### config.mk
export PLATFORM = sky130hd
export DESIGN_NAME = bankram_ctrl
export DESIGN_NICKNAME = d
export VERILOG_FILES = /design/src/rtl/bankram_pkg.sv /design/src/rtl/bankram_swdec.sv /design/src/rtl/bankram_state.sv /design/src/rtl/bankram_steer.sv /design/src/rtl/bankram_ctrl.sv
export SDC_FILE = /design/constraint.sdc
export NUM_CORES = 1
export LEC_CHECK = 0
export BUFFER_PORTS_ARGS = -buffer_cell sky130_fd_sc_hd__buf_2
export CORE_MARGIN = 3
export CORE_UTILIZATION = 38
export CTS_BUF_LIST = sky130_fd_sc_hd__clkbuf_4
export DETAILED_ROUTE_END_ITERATION = 8
export PLACE_DENSITY_LB_ADDON = 0.2
export SLEW_MARGIN = 5
export SYNTH_ARGS = -nofsm -noshare
export SYNTH_HDL_FRONTEND = slang
export SYNTH_SLANG_ARGS = --single-unit
### constraint.sdc
create_clock -name clk -period 1.8 [get_ports clk]
set_input_delay 0.18 -clock clk [delete_from_list [all_inputs] [get_ports clk]]
set_output_delay 0.18 -clock clk [all_outputs]
set_load 0.02 [all_outputs]
### src/rtl/bankram_pkg.sv
package bankram_pkg;

    // Write-enable state machine encoding
    typedef enum logic [1:0] {
        WE_OFF  = 2'd0,
        WE_HALF = 2'd1,
        WE_ON   = 2'd2
    } we_state_t;

    // Action selected by address bits 1:0 of a switch read
    typedef enum logic [1:0] {
        ACT_RAM_LOCK = 2'd0,
        ACT_ROM_ARM  = 2'd1,
        ACT_ROM_LOCK = 2'd2,
        ACT_RAM_ARM  = 2'd3
    } sw_act_t;

    // Destination of one bus cycle
    typedef enum logic [2:0] {
        RT_NONE   = 3'd0,
        RT_BANK_A = 3'd1,
        RT_BANK_B = 3'd2,
        RT_UPPER  = 3'd3,
        RT_ROM    = 3'd4
    } route_t;

    // Decoded switch command
    typedef struct packed {
        logic    hit;
        logic    is_read;
        logic    bank;
        sw_act_t act;
    } sw_cmd_t;

    function automatic we_state_t we_step(input we_state_t s);
        unique case (s)
            WE_OFF:  return WE_HALF;
            WE_HALF: return WE_ON;
            WE_ON:   return WE_ON;
            default: return WE_OFF;
        endcase
    endfunction

endpackage

### src/rtl/bankram_swdec.sv
module bankram_swdec
    import bankram_pkg::*;
#(
    parameter int ADDR_W = 16,
    parameter int DATA_W = 8,
    parameter int SLOT   = 0
) (
    input  logic              bus_valid,
    input  logic              bus_rd,
    input  logic [ADDR_W-1:0] bus_addr,
    output sw_cmd_t           cmd,
    output logic              sw_doe,
    output logic [DATA_W-1:0] sw_dout
);
    localparam int WIN_W = ADDR_W - 4;
    localparam logic [ADDR_W-1:0] WIN_BASE = ADDR_W'(32'hC080 + 32'(SLOT) * 32'd16);
    localparam logic [WIN_W-1:0] WIN_TAG = WIN_BASE[ADDR_W-1:4];

    logic in_win;
    logic unused_bit2;

    assign unused_bit2 = bus_addr[2];
    assign in_win      = bus_valid && (bus_addr[ADDR_W-1:4] == WIN_TAG);

    always_comb begin
        cmd.hit     = in_win;
        cmd.is_read = bus_rd;
        cmd.bank    = bus_addr[3];
        cmd.act     = sw_act_t'(bus_addr[1:0]);
    end

    assign sw_doe  = in_win && bus_rd;
    assign sw_dout = '0;

endmodule

### src/rtl/bankram_state.sv
module bankram_state
    import bankram_pkg::*;
(
    input  logic    clk,
    input  logic    rst_n,
    input  sw_cmd_t cmd,
    output logic    rd_ram,
    output logic    bank,
    output logic    we_open
);
    we_state_t we_q, we_d;
    logic      rd_q, rd_d;
    logic      bk_q, bk_d;

    // State register
    always_ff @(posedge clk or negedge rst_n) begin
        if (!rst_n) begin
            we_q <= WE_ON;
            rd_q <= 1'b0;
            bk_q <= 1'b1;
        end else begin
            we_q <= we_d;
            rd_q <= rd_d;
            bk_q <= bk_d;
        end
    end

    // Next-state logic
    always_comb begin
        we_d = we_q;
        rd_d = rd_q;
        bk_d = bk_q;
        if (cmd.hit) begin
            if (!cmd.is_read) begin
                we_d = WE_OFF;
            end else begin
                bk_d = cmd.bank;
                unique case (cmd.act)
                    ACT_RAM_LOCK: begin rd_d = 1'b1; we_d = WE_OFF;        end
                    ACT_ROM_ARM:  begin rd_d = 1'b0; we_d = we_step(we_q); end
                    ACT_ROM_LOCK: begin rd_d = 1'b0; we_d = WE_OFF;        end
                    ACT_RAM_ARM:  begin rd_d = 1'b1; we_d = we_step(we_q); end
                    default:      begin rd_d = rd_q; we_d = we_q;          end
                endcase
            end
        end
    end

    // Outputs
    always_comb begin
        rd_ram  = rd_q;
        bank    = bk_q;
        we_open = (we_q == WE_ON);
    end

    logic arming_rd;
    assign arming_rd = cmd.hit && cmd.is_read && cmd.act[0];

    assert_wr_clears_R6: assert property (@(posedge clk) disable iff (!rst_n)
        (cmd.hit && !cmd.is_read) |=> (we_q == WE_OFF && $stable(bk_q) && $stable(rd_q)));

    assert_bank_pick_R3: assert property (@(posedge clk) disable iff (!rst_n)
        (cmd.hit && cmd.is_read) |=> (bk_q == $past(cmd.bank)));

    assert_arm_opens_R5: assert property (@(posedge clk) disable iff (!rst_n)
        (arming_rd && we_q != WE_OFF) |=> (we_q == WE_ON));

    assert_lock_R4: assert property (@(posedge clk) disable iff (!rst_n)
        (cmd.hit && cmd.is_read && !cmd.act[0]) |=> (we_q == WE_OFF && rd_q == !$past(cmd.act[1])));

    assert_idle_hold_R12: assert property (@(posedge clk) disable iff (!rst_n)
        !cmd.hit |=> ($stable(we_q) && $stable(bk_q) && $stable(rd_q)));

endmodule

### src/rtl/bankram_steer.sv
module bankram_steer
    import bankram_pkg::*;
#(
    parameter int ADDR_W  = 16,
    parameter int BANK_AW = 12,
    parameter int UPPER_AW = 13,
    parameter int RAM_AW  = 13
) (
    input  logic              clk,
    input  logic              rst_n,
    input  logic              bus_valid,
    input  logic              bus_rd,
    input  logic [ADDR_W-1:0] bus_addr,
    input  logic              rd_ram,
    input  logic              bank,
    input  logic              we_open,
    output logic              cs_bank_a,
    output logic              cs_bank_b,
    output logic              cs_upper,
    output logic              cs_rom,
    output logic              ram_we,
    output logic [RAM_AW-1:0] ram_addr
);
    logic [3:0] page16;
    logic       in_low, in_high;
    route_t     route;

    assign page16  = bus_addr[ADDR_W-1 -: 4];
    assign in_low  = bus_valid && (page16 == 4'hD);
    assign in_high = bus_valid && (page16 >= 4'hE);

    // Route selection
    always_comb begin
        route = RT_NONE;
        if (in_low || in_high) begin
            if (bus_rd) begin
                if (!rd_ram)     route = RT_ROM;
                else if (in_high) route = RT_UPPER;
                else             route = bank ? RT_BANK_B : RT_BANK_A;
            end else if (we_open) begin
                if (in_high)     route = RT_UPPER;
                else             route = bank ? RT_BANK_B : RT_BANK_A;
            end
        end
    end

    // Output decode
    always_comb begin
        cs_bank_a = 1'b0;
        cs_bank_b = 1'b0;
        cs_upper  = 1'b0;
        cs_rom    = 1'b0;
        ram_addr  = '0;
        unique case (route)
            RT_BANK_A: begin cs_bank_a = 1'b1; ram_addr = RAM_AW'({1'b0, bus_addr[BANK_AW-1:0]}); end
            RT_BANK_B: begin cs_bank_b = 1'b1; ram_addr = RAM_AW'({1'b1, bus_addr[BANK_AW-1:0]}); end
            RT_UPPER:  begin cs_upper  = 1'b1; ram_addr = RAM_AW'(bus_addr[UPPER_AW-1:0]);        end
            RT_ROM:    begin cs_rom    = 1'b1; end
            default:   begin end
        endcase
        ram_we = !bus_rd && (route != RT_NONE);
    end

    logic any_cs;
    assign any_cs = cs_bank_a | cs_bank_b | cs_upper | cs_rom;

    assert_cs_excl_R10: assert property (@(posedge clk) disable iff (!rst_n)
        $onehot0({cs_bank_a, cs_bank_b, cs_upper, cs_rom}));

    assert_cs_range_R10: assert property (@(posedge clk) disable iff (!rst_n)
        (!bus_valid || bus_addr[ADDR_W-1 -: 4] < 4'hD) |-> (!any_cs && !ram_we));

    assert_discard_R8: assert property (@(posedge clk) disable iff (!rst_n)
        (bus_valid && !bus_rd && !we_open) |-> (!any_cs && !ram_we));

    assert_rom_read_R7: assert property (@(posedge clk) disable iff (!rst_n)
        (bus_valid && bus_rd && !rd_ram && bus_addr[ADDR_W-1 -: 4] >= 4'hD) |-> cs_rom);

    assert_upper_addr_R11: assert property (@(posedge clk) disable iff (!rst_n)
        cs_upper |-> (ram_addr == bus_addr[UPPER_AW-1:0]));

endmodule

### src/rtl/bankram_ctrl.sv
module bankram_ctrl
    import bankram_pkg::*;
#(
    parameter int ADDR_W   = 16,
    parameter int DATA_W   = 8,
    parameter int SLOT     = 0,
    parameter int BANK_AW  = 12,
    parameter int UPPER_AW = 13,
    localparam int RAM_AW  = (BANK_AW + 1 > UPPER_AW) ? BANK_AW + 1 : UPPER_AW
) (
    input  logic              clk,
    input  logic              rst_n,
    input  logic              bus_valid,
    input  logic              bus_rd,
    input  logic [ADDR_W-1:0] bus_addr,
    output logic [DATA_W-1:0] sw_dout,
    output logic              sw_doe,
    output logic              cs_bank_a,
    output logic              cs_bank_b,
    output logic              cs_upper,
    output logic              cs_rom,
    output logic              ram_we,
    output logic [RAM_AW-1:0] ram_addr
);
    sw_cmd_t cmd;
    logic    rd_ram, bank, we_open;

    bankram_swdec #(
        .ADDR_W (ADDR_W),
        .DATA_W (DATA_W),
        .SLOT   (SLOT)
    ) u_swdec (
        .bus_valid (bus_valid),
        .bus_rd    (bus_rd),
        .bus_addr  (bus_addr),
        .cmd       (cmd),
        .sw_doe    (sw_doe),
        .sw_dout   (sw_dout)
    );

    bankram_state u_state (
        .clk     (clk),
        .rst_n   (rst_n),
        .cmd     (cmd),
        .rd_ram  (rd_ram),
        .bank    (bank),
        .we_open (we_open)
    );

    bankram_steer #(
        .ADDR_W   (ADDR_W),
        .BANK_AW  (BANK_AW),
        .UPPER_AW (UPPER_AW),
        .RAM_AW   (RAM_AW)
    ) u_steer (
        .clk       (clk),
        .rst_n     (rst_n),
        .bus_valid (bus_valid),
        .bus_rd    (bus_rd),
        .bus_addr  (bus_addr),
        .rd_ram    (rd_ram),
        .bank      (bank),
        .we_open   (we_open),
        .cs_bank_a (cs_bank_a),
        .cs_bank_b (cs_bank_b),
        .cs_upper  (cs_upper),
        .cs_rom    (cs_rom),
        .ram_we    (ram_we),
        .ram_addr  (ram_addr)
    );

    assert_doe_read_R9: assert property (@(posedge clk) disable iff (!rst_n)
        sw_doe |-> (bus_valid && bus_rd && sw_dout == '0 && !cs_rom && !ram_we));

endmodule

## After elaboration in Yosys (flattened, before gate mapping)

Index checks and enable logic that the tools add are counted.
W data, S select, Z words.

| storage, ports and cells | value |
|---|---|
| register bits after elaboration | 4 |
| logic and storage cells | 46 |
| bits of input ports | 20 |

| cells by class | value |
|---|---|
| $lt $le $gt $ge | 1 |
| reduce and logical (&&, ||, !) cells | 16 |
| equal/unequal tests | 11 |
| muxes and demuxes | 15 |

Operators by type and width:

| kind | number |
|---|---|
| $pmux W13 S3 | 1 |
| $mux W3 | 5 |
| $eq A12 B12 Y1 const B | 1 |
| $reduce_or A2 Y1 | 5 |
| $pmux W2 S2 | 2 |
| $eq A2 B2 Y1 const B | 3 |
| $eq A3 B2 Y1 const B | 2 |
| $logic_and A1 B1 Y1 | 5 |
| $eq A2 B1 Y1 const B | 2 |
| $eq A4 B4 Y1 const B | 1 |
| $ge A4 B4 Y1 const B | 1 |
| $logic_not A2 Y1 | 2 |
| $mux W1 | 4 |
| $mux W2 | 2 |
| $eq A3 B1 Y1 const B | 1 |
| $eq A3 B3 Y1 const B | 1 |
| $reduce_bool A3 Y1 | 1 |
| $pmux W1 S2 | 1 |
| $reduce_and A2 Y1 | 1 |
| $logic_not A1 Y1 | 1 |
| $logic_or A1 B1 Y1 | 1 |

## Longest topological paths before layout

Gate-level depths: netlist of the first run.

| depth | value |
|---|---|
| word-level depth | 8 |
| mapped depth | 6 |
| depth with buffers taken out | 5 |

## Modules after synthesis

A second synthesis of the first run with hierarchy kept.

| second synthesis, totals | value |
|---|---|
| cells, all modules | 67 |
| area total of the unflattened synthesis | 653.1 µm² |

Modules (own cells, without submodules):

| module | cells each | times used | area each (µm²) | seq. area each (µm²) |
|---|---|---|---|---|
| bankram_steer | 27 | 1 | 267.8 | 0.0 |
| bankram_state | 19 | 1 | 225.2 | 102.6 |
| bankram_swdec | 21 | 1 | 160.2 | 0.0 |

## Worst setup path before layout of the first run

No wires, ideal clock.

| timing path | value |
|---|---|
| path kind | reg-to-output |
| from | register u_state.we_q[1] |
| to | output port cs_bank_b |
| arrival time | 1.491 ns |
| cell stages (with the launch flop) | 5 |
| path slack | 0.129 ns |
| cell sequence | dfstp_2 > ha_1 > mux2i_1 > nand3b_1 > nor3b_1 |

| between the ends | value |
|---|---|
| word-level cells in the longest chain between the ends | 6 |

Ends and longest elaborated chain:

| element | RTL line | source |
|---|---|---|
| start, declared | bankram_state.sv:11 | `we_state_t we_q, we_d;` |
| start signal, assigned | bankram_state.sv:22 | `we_q <= we_d;` |
| $eq A2 B2 Y1 | bankram_state.sv:53 | `we_open = (we_q == WE_ON);` |
| $mux W3 | bankram_steer.sv:40 | `end else if (we_open) begin` |
| $mux W3 | bankram_steer.sv:36 | `if (bus_rd) begin` |
| $mux W3 | bankram_steer.sv:35 | `if (in_low \|\| in_high) begin` |
| $eq A3 B2 Y1 | bankram_steer.sv:54 | `unique case (route)` |
| $mux W1 | bankram_steer.sv:54 |  |
| end, declared | bankram_ctrl.sv:19 | `output logic cs_bank_b,` |

Every way passes these cells.

## Worst setup path after layout of the first run

Ends and elaborated chain as after synthesis.

==> results.py, run 1 <==
metrics = {
    "sta": {
        "fmax_mhz": 576,
        "period_share_pct": 96.4,
        "hold_viol": 0,
        "finalMaxSlewViolations": 0,
        "layout_min_cycle_time_ns": 1.74,
        "setup_slack_ns": 0.0644,
        "finalSetupViolations": 0,
        "clock_skew_ns": 0.0000394,
        "rsz0062_at_grt": "true",
    },
    "final_layout": {
        "antennaDiodeCount": 0,
        "final_common_cell": "buf_2",
        "drive_gt1_share_pct": 57.4,
        "area_growth_pct": 49.5,
        "final_cell_mix": "buf_2, and2_1, conb_1",
        "finish.net_count": 127,
        "post-route-util_pct": 66.4,
    },
    "run": {
        "drv_cap": 0,
    },
    "worst_setup_path": {
        "worstPathBufferInverterCount": 1,
        "crit_slowest_cell": "dfstp_2",
        "critPathTopFamily": "flip-flops",
        "slowest_delay_ns": 0.54,
        "critPathKind": "reg2out",
        "required_ns": 1.62,
        "crit_path_end_kind": "output pin",
        "cp.arrival_ns": 1.56,
        "crit_fanout": 3,
        "crit_path_start_kind": "flip-flop",
        "cp_cell_sequence": "ha_4 > mux2i_4 > nand3b_1 > nor3b_2 > buf_4",
    },
    "global_route": {
        "antenna_found_initial": 0,
        "grt.overflow.total": 0,
        "grt_max_degree": 11,
        "grt_pass1_vias": 520,
        "grt_pass1_wl_um": 2110,
        "track_usage_pct": 15.0,
    },
    "power_and_ir_drop": {
        "peakVddDrop_uv": 401,
        "power.leakage_nw": 0.460,
        "power.density_nw_per_um2": 342,
    },
    "yosys": {
        "async_flop_share_pct": 100,
        "synth_edf_count": 0,
        "ys_seq_area_share_pct": 19.2,
        "synth_cell_type_count": 24,
        "synth_area_per_cell_um2": 9.19,
        "synthCells": 58,
        "synth_warnings": 0,
        "synth_ff_type": "dfstp_2",
        "ys_ff_latch": 4,
        "syn_area_um2": 533,
    },
    "status": {
        "status": "complete, no violations",
    },
    "routing": {
        "routed_wl_um": 1330,
        "vias_per_cell": 4.57,
        "vias": 526,
        "drt_iter0_markers": 6,
        "dr.pass1.iters": 3,
        "drc": 0,
        "ant_nets": 0,
        "wire_per_inst_um": 11.5,
    },
    "place": {
        "dp_hpwl_um": 1120,
        "numPortBuffers": 38,
        "place_ws_ns": 0.184,
        "place.gp.congestion": 0.772,
    },
    "clock_network": {
        "cts_buffer_depth": 2,
        "clockRootBuffer": "clkbuf_4",
        "clk_latency_ns": 0.23,
        "cts_made_buffers": 3,
        "clkSinkCount": 4,
        "cts_max_level": 1,
        "path_clk_slew_ns": 0.04,
        "tritoncts": "built",
    },
    "die": {
        "io_pins": 47,
        "die_h_um": 43.5,
        "core_area_um2": 1200,
        "std_cell_rows": 12,
        "dieArea_um2": 1890,
        "die_w_um": 43.5,
        "initial_utilization_pct": 44.4,
    },
    "hold_path": {
        "hold_class": "in2reg",
    },
}
-- synthesized netlist by cell type (2+ instances only) --
master,number,area (um^2)
nand2_1,2,7.51
inv_1,3,11.3
dfrtp_1,2,50.1
nor2_1,4,15.0
and2_1,10,62.6
buf_4,8,60.1
ha_1,4,50.1
mux2_4,2,30.0
mux2i_1,3,30.0
nor3b_1,4,30.0
nor3_1,2,10.0
dfstp_2,2,52.6
-- logic make-up after synthesis --
group	count (synthesis)	share of synthesized area, %
other	1	0.704
muxes	5	11.3
adders and majority gates	4	9.39
AOI/OAI and AO/OA	2	4.23
DFF	4	19.2
buffers and inverters	12	14.3
and+or+nand+nor	30	40.8
-- sequential cells by signal (all words and copies together), names as in the netlist --
register / cells
u_state.we_q: 2
u_state.bank: 1
u_state.rd_ram: 1
-- area by class of cell --
class / count / area (um^2)
Sequential cell: 4 / 103
Multi-Input combinational cell: 49 / 418
Fill cell: 113 / 404
Clock buffer: 3 / 22.5
Inverter: 3 / 11.3
Tap cell: 14 / 17.5
Timing Repair Buffer: 42 / 225
-- worst paths after layout --
| path | from | to | slack, ns | cells past startpoint |
|---|---|---|---|---|
| hold / removal | bus_addr[3] | u_state.bank | 0.19 | 2 |
| hold reg to reg | u_state.we_q[1] | u_state.we_q[1] | 0.54 | 2 |
| min in group asynchronous | rst_n | u_state.rd_ram | 0.28 | 2 |
| setup / recovery | u_state.we_q[1] | cs_bank_b | 0.06 | 5 |
| max in group asynchronous | rst_n | u_state.we_q[1] | 1.31 | 2 |
| setup reg to reg | u_state.we_q[1] | u_state.we_q[1] | 0.65 | 4 |
-- what timing repair did --
item | in CTS | in global routing
resized for setup | 3 | 7
endpoints found under the setup margin | 11 | 12
hold endpoints to repair | 4 | 0
buffers inserted | 1 | 0
hold buffers | 1 | 0
cloned | 0 | 1
pin swaps | 1 | 1
-- routing by layer --
metal | global-route usage (%) | vias to the layer above | part of all wire (%)
met3 | 7.88 | 2 | 12
li1 | - | 270 | -
met1 | 19.2 | 218 | 47
met2 | 22.1 | 36 | 41
met5 | 0 | - | 0
met4 | 3.61 | 0 | 0.60
-- power breakdown --
part / switching [W] / total, W / internal (W) / leakage (nW)
Sequential: 0.000000387 / 0.0000917 / 0.0000913 / 0.0436
Clock: 0.0000351 / 0.000110 / 0.0000744 / 0.0138
Combinational: 0.0000437 / 0.0000713 / 0.0000276 / 0.402
Total: 0.0000792 / 0.000273 / 0.000193 / 0.460
-- per-stage QoR --
step	cells	hold slack, ns	TNS [ns]	area, um^2	total power, W
2_1_floorplan	65	-0.116	0	559	0.000136
3_3_place_gp	109	-0.0117	0	709	0.000159
3_5_place_dp	109	-0.00835	0	709	0.000159
4_1_cts	114	0.191	0	761	0.000274
5_1_grt	115	0.207	-0.0185	797	0.000294
6_report	115	0.193	0	797	0.000273
Power figures use the tool's default switching activity.
==> inputs of run 2 (changes only) <==
--- a/config.mk
+++ b/config.mk
@@ -11,6 +11,7 @@
 export CTS_BUF_LIST = sky130_fd_sc_hd__clkbuf_4
 export DETAILED_ROUTE_END_ITERATION = 8
 export PLACE_DENSITY_LB_ADDON = 0.2
+export SETUP_SLACK_MARGIN = 0.1
 export SLEW_MARGIN = 5
 export SYNTH_ARGS = -nofsm -noshare
 export SYNTH_HDL_FRONTEND = slang
==> results.py, run 2 (synthesis results as in run 1) <==
metrics = {
    "die": {
        "initial_utilization_pct": 44.4,
        "std_cell_rows": 12,
        "die_h_um": 43.5,
        "core_area_um2": 1200,
        "die_w_um": 43.5,
        "dieArea_um2": 1890,
        "io_pins": 47,
    },
    "worst_setup_path": {
        "crit_path_start_kind": "flip-flop",
        "r2r_cells": 4,
        "cp.arrival_ns": 1.56,
        "critPathKind": "reg2out",
        "crit_path_end_kind": "output pin",
        "crit_fanout": 5,
        "required_ns": 1.62,
    },
    "routing": {
        "ant_nets": 0,
        "vias_per_cell": 4.60,
        "dr.pass1.iters": 4,
        "routed_wl_um": 1400,
        "drc": 0,
        "vias": 529,
        "drt_iter0_markers": 6,
        "wire_per_inst_um": 12.2,
    },
    "clock_network": {
        "cts_buffer_depth": 2,
        "tritoncts": "built",
        "clockRootBuffer": "clkbuf_4",
        "clk_latency_ns": 0.23,
        "clkSinkCount": 4,
        "cts_max_level": 1,
        "path_clk_slew_ns": 0.04,
        "cts_made_buffers": 3,
    },
    "final_layout": {
        "final_cell_mix": "buf_2, buf_4, and2_1",
        "finish.net_count": 127,
        "multiInputGateArea_um2": 415,
        "drive_gt1_share_pct": 57.4,
        "final_common_cell": "buf_2",
        "fillCellCount": 105,
        "instances_no_fill": 115,
        "regArea_um2": 103,
        "area_growth_pct": 56.3,
        "antennaDiodeCount": 0,
        "largest_register_ffs": 2,
        "largest-register": "u_state.we_q",
        "final_area_um2": 833,
    },
    "place": {
        "numPortBuffers": 38,
        "dp_hpwl_um": 1120,
        "placed_area_um2": 709,
        "place.gp.congestion": 0.772,
        "place_inst": 109,
    },
    "sta": {
        "fmax_mhz": 574,
        "finalMaxSlewViolations": 0,
        "period_share_pct": 96.9,
        "rsz0062_at_grt": "true",
        "finalSetupViolations": 0,
        "clock_skew_ns": 0.0000394,
        "hold_viol": 0,
        "layout_min_cycle_time_ns": 1.74,
    },
    "global_route": {
        "track_usage_pct": 16.8,
        "grt_max_degree": 8,
        "grt.overflow.total": 0,
        "antenna_found_initial": 0,
        "grt_pass1_wl_um": 2370,
        "grt_pass1_vias": 551,
    },
    "power_and_ir_drop": {
        "power.leakage_nw": 0.460,
        "peakVddDrop_uv": 397,
        "power.density_nw_per_um2": 326,
        "p_total_w": 0.000272,
    },
    "hold_path": {
        "hold_class": "in2reg",
        "whs_path_depth": 2,
    },
    "status": {
        "status": "complete, no violations",
    },
    "run": {
        "drv_cap": 0,
    },
}
-- run 2: cell count changes in the layout (fill, tap and decap cells not counted) --
cell    change
and2_4      +1
and2_1      -1
buf_4       +8
buf_6       +3
buf_2      -11
nor3_2      -1
nor3_1      +1
-- run 2: path summary, 6_finish.rpt --
kind | start | end | slack (ns)
max in group asynchronous | rst_n | u_state.we_q[1] | 1.31
hold / removal | bus_addr[3] | u_state.bank | 0.20
min in group asynchronous | rst_n | u_state.rd_ram | 0.28
setup reg to reg | u_state.we_q[1] | u_state.we_q[1] | 0.65
setup / recovery | u_state.we_q[1] | ram_addr[9] | 0.06
hold reg to reg | u_state.we_q[1] | u_state.we_q[1] | 0.54
-- run 2: layer usage --
| layer | up-vias | share of wire (%) | global-route usage [%] |
|---|---|---|---|
| met5 | - | 0 | 0 |
| met4 | 0 | 0.57 | 3.61 |
| met3 | 2 | 10 | 7.88 |
| met2 | 36 | 44 | 25.7 |
| met1 | 221 | 45 | 21.7 |
| li1 | 270 | - | - |
-- run 2: through the flow --
| stage | hold slack (ns) | setup slack [ns] | setup TNS (ns) | utilization (%) |
|---|---|---|---|---|
| 2_1_floorplan | -0.116 | 0.129 | 0 | - |
| 3_3_place_gp | -0.0117 | 0.251 | 0 | 59.1 |
| 3_5_place_dp | -0.00835 | 0.184 | 0 | 59.1 |
| 4_1_cts | 0.191 | 0.0745 | 0 | 68.1 |
| 5_1_grt | 0.207 | -0.0105 | -0.0201 | 69.4 |
| 6_report | 0.196 | 0.0567 | 0 | 69.4 |
-- run 2: where the power goes --
part | internal (W) | leakage (nW) | total (W) | switching (W)
Combinational | 0.0000276 | 0.402 | 0.0000717 | 0.0000441
Clock | 0.0000743 | 0.0138 | 0.000108 | 0.0000339
Sequential | 0.0000913 | 0.0436 | 0.0000917 | 0.000000374
-- run 2: timing repair --
item,4_1_cts,5_1_grt
hold endpoints to repair,4,0
gates cloned,1,0
setup endpoints to repair,13,15
resized for setup,19,5
hold buffers,1,0
buffers inserted,1,0
pin swaps,2,1
-- run 2: final cells by class --
type | count | area share [%]
multi-input cells | 49 | 49.8
repair buffers | 42 | 31.7
flip-flops and latches | 4 | 12.3
clock buffers | 3 | 2.70
well taps | 14 | 2.10
inverters | 3 | 1.35
-- run 2: critical path, stage by stage, from the launching register on --
cell and delay [ns]:
dfstp_2 0.54, ha_4 0.14, mux2i_4 0.07, nor2_2 0.14
buf_4 0.15, and2_2 0.13, buf_2 0.15
==> inputs of run 3 (changes only) <==
--- a/config.mk
+++ b/config.mk
@@ -5,7 +5,7 @@
 export SDC_FILE = /design/constraint.sdc
 export NUM_CORES = 1
 export LEC_CHECK = 0
-export BUFFER_PORTS_ARGS = -buffer_cell sky130_fd_sc_hd__buf_2
+export BUFFER_PORTS_ARGS = -buffer_cell sky130_fd_sc_hd__buf_4
 export CORE_MARGIN = 3
 export CORE_UTILIZATION = 38
 export CTS_BUF_LIST = sky130_fd_sc_hd__clkbuf_4
==> results.py, run 3 (synthesis results as in run 1) <==
metrics = {
    "final_layout": {
        "largest_register_ffs": 2,
        "drive_gt1_share_pct": 65.3,
        "fillCellCount": 87,
        "area_growth_pct": 76.3,
        "final_common_cell": "buf_4",
        "largest-register": "u_state.we_q",
        "finish.net_count": 127,
        "antennaDiodeCount": 0,
        "final_cell_mix": "buf_4, conb_1, buf_6",
    },
    "hold_path": {
        "min_from": "bus_addr[3]",
        "hold_class": "in2reg",
        "min_to": "u_state.bank",
        "whs_path_depth": 2,
    },
    "worst_setup_path": {
        "r2r-end": "u_state.we_q[1]",
        "crit_path_end_kind": "output pin",
        "crit_fanout": 4,
        "timing.rr.start": "u_state.we_q[1]",
        "cp.arrival_ns": 1.56,
        "critPathKind": "reg2out",
        "r2r_slack_ns": 0.70,
        "r2r_cells": 4,
        "startpoint": "u_state.we_q[1]",
        "required_ns": 1.62,
        "crit_path_start_kind": "flip-flop",
    },
    "place": {
        "place.gp.congestion": 0.714,
        "place_ws_ns": 0.0405,
        "numPortBuffers": 38,
        "dp_hpwl_um": 1210,
    },
    "die": {
        "die_h_um": 43.5,
        "core_area_um2": 1200,
        "die_w_um": 43.5,
        "std_cell_rows": 12,
        "dieArea_um2": 1890,
        "io_pins": 47,
        "initial_utilization_pct": 44.4,
    },
    "clock_network": {
        "cts_made_buffers": 3,
        "path_clk_slew_ns": 0.04,
        "clockRootBuffer": "clkbuf_4",
        "cts_max_level": 1,
        "tritoncts": "built",
        "clkSinkCount": 4,
        "cts_buffer_depth": 2,
        "clk_latency_ns": 0.24,
    },
    "sta": {
        "fmax_mhz": 575,
        "finalMaxSlewViolations": 0,
        "layout_min_cycle_time_ns": 1.74,
        "finalSetupViolations": 0,
        "clock_skew_ns": 0.0000954,
        "rsz0062_at_grt": "true",
        "setup_slack_ns": 0.0609,
        "period_share_pct": 96.6,
        "hold_viol": 0,
    },
    "global_route": {
        "antenna_found_initial": 0,
        "track_usage_pct": 16.2,
        "grt.overflow.total": 0,
        "grt_pass1_vias": 531,
        "grt_pass1_wl_um": 2220,
        "grt_max_degree": 8,
    },
    "power_and_ir_drop": {
        "power.leakage_nw": 0.486,
        "peakVddDrop_uv": 195,
        "p_total_w": 0.000292,
        "power.density_nw_per_um2": 310,
    },
    "routing": {
        "ant_nets": 0,
        "wire_per_inst_um": 13.6,
        "drt_iter0_markers": 11,
        "routed_wl_um": 1560,
        "drc": 0,
        "vias": 552,
        "vias_per_cell": 4.80,
        "dr.pass1.iters": 3,
    },
    "status": {
        "status": "complete, no violations",
    },
    "run": {
        "drv_cap": 0,
    },
}
==> run 3: through the flow <==
stage	cells	hold WS (ns)	utilization (%)	instance area (um^2)	TNS [ns]
after CTS	115	0.178	73.6	885	0
final	115	0.181	78.2	940	0
after detailed placement	108	-0.0211	66.4	797	0
after floorplan	65	-0.116	-	559	0
after global placement	108	-0.0224	66.4	797	0
after global routing	115	0.182	78.2	940	-0.00922
==> run 3: how the worst max path moves through the flow <==
stage	slack, ns	to
CTS	0.06	cs_bank_b
detailed placement	0.04	ram_addr[9]
global placement	0.10	ram_addr[9]
finish	0.06	cs_bank_b
floorplan	0.13	cs_bank_b
global route	-0.007	cs_bank_b
==> run 3: worst max-delay path, stage by stage, from the launching register on <==
cell	delay (ns)
dfstp_2	0.55
ha_4	0.14
mux2i_4	0.07
nand3b_1	0.23
nor3b_2	0.18
buf_4	0.16
==> run 3: routing by layer <==
metal / vias to the layer above / GRT usage [%] / wire [um]
met2: 34 / 22.7 / 751
met1: 246 / 19.6 / 631
met5: - / 0 / 0
met4: 0 / 10.8 / 0
met3: 0 / 7.47 / 177
li1: 272 / - / -
==> run 3: cell type report <==
type / count / area [um^2] / share of cell area (%)
Tap cell: 14 / 17.5 / 1.86
Multi-Input combinational cell: 49 / 438 / 46.6
Clock buffer: 3 / 22.5 / 2.40
Inverter: 3 / 11.3 / 1.20
Sequential cell: 4 / 103 / 10.9
Timing Repair Buffer: 42 / 348 / 37.0
==> run 3: power by group <==
group | internal (W) | total, W | switching [W]
Clock | 0.0000748 | 0.000114 | 0.0000395
Combinational | 0.0000398 | 0.0000856 | 0.0000458
Sequential | 0.0000912 | 0.0000916 | 0.000000414
==> run 3: what timing repair did <==
item,CTS,global route
hold endpoints to repair,4,0
resized for setup,6,17
hold buffers,1,0
setup buffers,3,0
gates cloned,0,0
pin swaps,2,7
setup endpoints to repair,14,15
